<file path="src/rtl/mbox_irq_pkg.sv">
package mbox_irq_pkg;
   // one flag update request produced by the decoders
   typedef struct packed {
      logic set;
      logic clr;
   } flag_req_t;

   // index of each port in the per-port arrays
   localparam int PORT_A = 0;
   localparam int PORT_B = 1;
   localparam int NUM_PORTS = 2;
endpackage

</file>
<file path="src/rtl/mbox_decode.sv">
module mbox_decode #(
   parameter int ADDR_W = 14,
   parameter logic [ADDR_W-1:0] OWN_BOX = '1,
   parameter logic [ADDR_W-1:0] PEER_BOX = '1
) (
   input  logic              sel_n,
   input  logic              wr_n,
   input  logic              oe_n,
   input  logic [ADDR_W-1:0] addr,
   output logic              wr_peer,
   output logic              rd_own
);
   if (OWN_BOX == PEER_BOX) begin : g_bad_box
      $error("mbox_decode: mailbox addresses must differ");
   end

   logic active;
   assign active  = ~sel_n;
   // a write into the mailbox that belongs to the other port
   assign wr_peer = active & ~wr_n & (addr == PEER_BOX);
   // an output-enabled access of the own mailbox; write strobe is ignored
   assign rd_own  = active & ~oe_n & (addr == OWN_BOX);
endmodule

</file>
<file path="src/rtl/mbox_flag.sv">
module mbox_flag #(
   parameter bit SET_WINS = 1'b1
) (
   input  logic clk,
   input  logic rst_n,
   input  logic enable,
   input  mbox_irq_pkg::flag_req_t req,
   output logic flag_n
);
   logic pend_q;
   logic pend_d;

   if (SET_WINS) begin : g_set_prio
      assign pend_d = req.set | (pend_q & ~req.clr);
   end else begin : g_clr_prio
      assign pend_d = (pend_q | req.set) & ~req.clr;
   end

   always_ff @(posedge clk) begin
      if (!rst_n)       pend_q <= 1'b0;
      else if (!enable) pend_q <= 1'b0;
      else              pend_q <= pend_d;
   end

   assign flag_n = ~pend_q;
endmodule

</file>
<file path="src/rtl/mbox_irq.sv">
module mbox_irq #(
   parameter int ADDR_W   = 14,
   parameter bit IRQ_IMPL = 1'b1,
   parameter bit SET_WINS = 1'b1
) (
   input  logic              clk,
   input  logic              rst_n,
   input  logic              irq_en,
   input  logic              a_sel_n,
   input  logic              a_wr_n,
   input  logic              a_oe_n,
   input  logic [ADDR_W-1:0] a_addr,
   input  logic              b_sel_n,
   input  logic              b_wr_n,
   input  logic              b_oe_n,
   input  logic [ADDR_W-1:0] b_addr,
   output logic              a_irq_n,
   output logic              b_irq_n
);
   import mbox_irq_pkg::*;

   // port A owns the second-highest word, port B the highest
   localparam logic [ADDR_W-1:0] BOX_A = {{(ADDR_W-1){1'b1}}, 1'b0};
   localparam logic [ADDR_W-1:0] BOX_B = {ADDR_W{1'b1}};

   if (ADDR_W < 2) begin : g_bad_width
      $error("mbox_irq: ADDR_W must be at least 2");
   end

   logic [NUM_PORTS-1:0] sel_n_v, wr_n_v, oe_n_v;
   logic [ADDR_W-1:0]    addr_v [NUM_PORTS];
   logic [NUM_PORTS-1:0] wr_peer, rd_own, irq_n_v;

   assign sel_n_v = {b_sel_n, a_sel_n};
   assign wr_n_v  = {b_wr_n, a_wr_n};
   assign oe_n_v  = {b_oe_n, a_oe_n};
   assign addr_v[PORT_A] = a_addr;
   assign addr_v[PORT_B] = b_addr;

   if (IRQ_IMPL) begin : g_irq
      for (genvar p = 0; p < NUM_PORTS; p++) begin : g_port
         localparam logic [ADDR_W-1:0] OWN  = (p == PORT_A) ? BOX_A : BOX_B;
         localparam logic [ADDR_W-1:0] PEER = (p == PORT_A) ? BOX_B : BOX_A;
         flag_req_t req;

         mbox_decode #(.ADDR_W(ADDR_W), .OWN_BOX(OWN), .PEER_BOX(PEER)) u_dec (
            .sel_n  (sel_n_v[p]),
            .wr_n   (wr_n_v[p]),
            .oe_n   (oe_n_v[p]),
            .addr   (addr_v[p]),
            .wr_peer(wr_peer[p]),
            .rd_own (rd_own[p])
         );

         // set comes from the opposite port, clear from this port
         assign req.set = wr_peer[NUM_PORTS-1-p];
         assign req.clr = rd_own[p];

         mbox_flag #(.SET_WINS(SET_WINS)) u_flag (
            .clk   (clk),
            .rst_n (rst_n),
            .enable(irq_en),
            .req   (req),
            .flag_n(irq_n_v[p])
         );
      end
   end else begin : g_no_irq
      assign wr_peer = '0;
      assign rd_own  = '0;
      assign irq_n_v = '1;
   end

   assign a_irq_n = irq_n_v[PORT_A];
   assign b_irq_n = irq_n_v[PORT_B];
endmodule

</file>
<file path="config.mk">
export PLATFORM = sky130hd
export DESIGN_NAME = mbox_irq
export DESIGN_NICKNAME = d
export VERILOG_FILES = /design/src/rtl/mbox_irq_pkg.sv /design/src/rtl/mbox_decode.sv /design/src/rtl/mbox_flag.sv /design/src/rtl/mbox_irq.sv
export SDC_FILE = /design/constraint.sdc
export NUM_CORES = 1
export LEC_CHECK = 0
export BUFFER_PORTS_ARGS = -buffer_cell sky130_fd_sc_hd__buf_2
export CORE_AREA = 3 3 40 42
export DETAILED_ROUTE_END_ITERATION = 6
export DIE_AREA = 0 0 43 45
export PLACE_DENSITY = 0.62
export SLEW_MARGIN = 20
export SYNTH_ARGS = -nofsm -noshare
export SYNTH_HDL_FRONTEND = slang
export SYNTH_SLANG_ARGS = --single-unit
export TNS_END_PERCENT = 5
</file>
<file path="constraint.sdc">
create_clock -name clk -period 1.3 [get_ports clk]
set_input_delay 0.065 -clock clk [delete_from_list [all_inputs] [get_ports clk]]
set_output_delay 0.065 -clock clk [all_outputs]
set_load 0.02 [all_outputs]
</file>
==> flow_metrics.tcl <==
set metrics [dict create \
    outcome "completed" \
    p_comb_frac 0.246 \
    cp.arrival_ns 1.03 \
    pwr-share-seq 0.233 \
    power_mw 0.266 \
    ys_seq_area_frac 0.216 \
    period_needed_ns 0.878 \
    tns_ns 0 \
    top_register "g_irq.g_port.u_flag.pend_q" \
    drv_slew 0 \
    mostFrequentLayoutCell "buf_2" \
    power_switching_mw 0.0579 \
    cts_hold_buf 0 \
    initial_utilization 0.144 \
    overflow 0 \
    max_freq_ghz 1.14 \
    avgSynthCellArea_um2 7.41 \
    drt_wl_total_um 788 \
    reg.largest.list "g_irq.g_port.u_flag.pend_q (2)" \
    grt_pass1_vias 333 \
    pwr-share-clk 0.522 \
    finalSetupViolCount 0 \
    vias 375 \
    holdCritPathClass "primary input to register" \
    core_area_um2 1280 \
    cts.sinks 2 \
    start_kind "primary input" \
    synth_cell_types 11 \
    port-buffer-count 38 \
    largest_reg_flops 2 \
    cts_root_buf "clkbuf_4" \
    p_int_mw 0.208 \
    syn_inst 25 \
    postCtsSetupBuffers 0 \
    ir_drop_uv 308 \
    drt_iter0_drc 1 \
    grt_usage 0.0848 \
    grt_pass1_wl_um 1160 \
    vias_per_cell 4.63 \
    dieArea_um2 1940 \
    rsz0062_at_grt "false" \
    cp.required_ns 1.45 \
    cts_buffers 3 \
    tightest_slew_ns 0.309 \
    clk_latency_ns 0.22 \
    finClkSkew_ns 0 \
    drcViolationCount 0 \
    clkTransAtPathRegs_ns 0.03 \
    synthTopCellsByArea "dfxtp_1 22%, nand4b_1 19%, nand4_1 14%" \
    post_cts_resized 0 \
    layout_common_cells "38 x buf_2, 4 x nand4_1, 4 x nand4b_1" \
    detail-route-antenna-nets 0 \
    worstSetupPathType "primary input to register" \
    cts_max_path_buffers 2 \
    yosys_warnings 0 \
    io_pins 39 \
    cp-end-kind "register" \
    num-fill-cells 145 \
    crit_path_top_delay_cell "or4_1" \
    grt_max_degree 5 \
    maxCapViolCount 0 \
    dr.pass1.iters 4 \
    dp.final_hpwl_um 730 \
    worstPathCellList "buf_2 > nand4b_1 > or4_1 > o22ai_1" \
    area_delta_synth_final_pct 125 \
    p_leak_nw 0.196 \
    wl_per_cell_um 9.73 \
    hold_violations 0 \
    relSlewSlack 0.792 \
    yosysTopAreaCellShare 0.216 \
    hold_slack_ns 0.120 \
    final_nets 105 \
    synthesis.area_um2 185 \
    cts_htree_levels 1 \
    gp_congestion 0.631 \
    ys_ff_latch 2 \
    diodes 0 \
    swShare 0.218 \
    die_h_um 45 \
    p_per_area_nw_per_um2 638 \
    antenna_found_initial 0 \
    tritoncts "built" \
    yosysTopAreaCell "dfxtp_1" \
    rows 13 \
    mappedNetlistNets 62 \
    dieWidth_um 43 \
    period_share 0.676 \
    drive_above_1_share 0.621 \
    crit_path_max_fanout 2 \
    cpPeakStageDelay_ns 0.54 \
]
## critical path: cells and delay by family
family	cells	cell delay, ns
AND/OR/NAND/NOR	2	0.71
AO/OA/AOI/OAI	1	0.16
buffers and inverters	1	0.09
## path summary, 6_finish.rpt
kind | start | to | slack (ns) | depth (start not counted)
max reg2reg | g_irq.g_port[1].u_flag.pend_q | g_irq.g_port[1].u_flag.pend_q | 0.73 | 2
min reg2reg | g_irq.g_port[0].u_flag.pend_q | g_irq.g_port[0].u_flag.pend_q | 0.48 | 2
min | a_wr_n | g_irq.g_port[1].u_flag.pend_q | 0.12 | 3
max | b_sel_n | g_irq.g_port[0].u_flag.pend_q | 0.42 | 4
## final cells by class
class / count / area (um^2) / area share
well taps: 15 / 18.8 / 0.0450
clock buffers: 3 / 22.5 / 0.0541
inverters: 2 / 7.51 / 0.0180
repair buffers: 38 / 190 / 0.456
multi-input cells: 21 / 138 / 0.330
flip-flops and latches: 2 / 40.0 / 0.0961
## metal layers
| layer | global-route usage | up-vias | share of wire |
|---|---|---|---|
| li1 | - | 189 | - |
| met1 | 0.0767 | 156 | 0.32 |
| met2 | 0.141 | 26 | 0.49 |
| met3 | 0.0319 | 4 | 0.14 |
| met4 | 0.0904 | 0 | 0.043 |
| met5 | 0 | - | 0 |
## synth_stat cells
cell	count
nand4_1	4
nand4b_1	4
nand3_1	3
dfxtp_1	2
inv_1	2
nand2_1	2
nor4_1	2
o22ai_1	2
or4_1	2
nand4bb_1	1
nor2_1	1
## cell families (layout without fill, tap and decap cells)
kind of cell,after synthesis,in the layout,share of synthesized area
buf+inv,2,43,0.0406
simple gates,19,19,0.676
compound gates,2,2,0.0676
flops,2,2,0.216
## per-stage QoR
step	setup WS, ns	std cells	cell area [um^2]	utilization
finish	0.422	81	417	0.324
global route	0.358	81	417	0.324
CTS	0.415	81	417	0.324
detailed placement	0.184	78	394	0.307
global placement	0.217	78	394	0.307
floorplan	0.344	25	185	-
## power by group through the flow
| stage | Combinational (mW) | Sequential (mW) | Clock (mW) |
|---|---|---|---|
| after floorplan | 0.0102 | 0.0626 | 0 |
| after global placement | 0.0651 | 0.0626 | 0 |
| after detailed placement | 0.0663 | 0.0626 | 0 |
| after CTS | 0.0663 | 0.0619 | 0.145 |
| after global routing | 0.0734 | 0.0618 | 0.153 |
| final | 0.0653 | 0.0619 | 0.139 |
No activity file was read; power rests on OpenSTA's default activity.
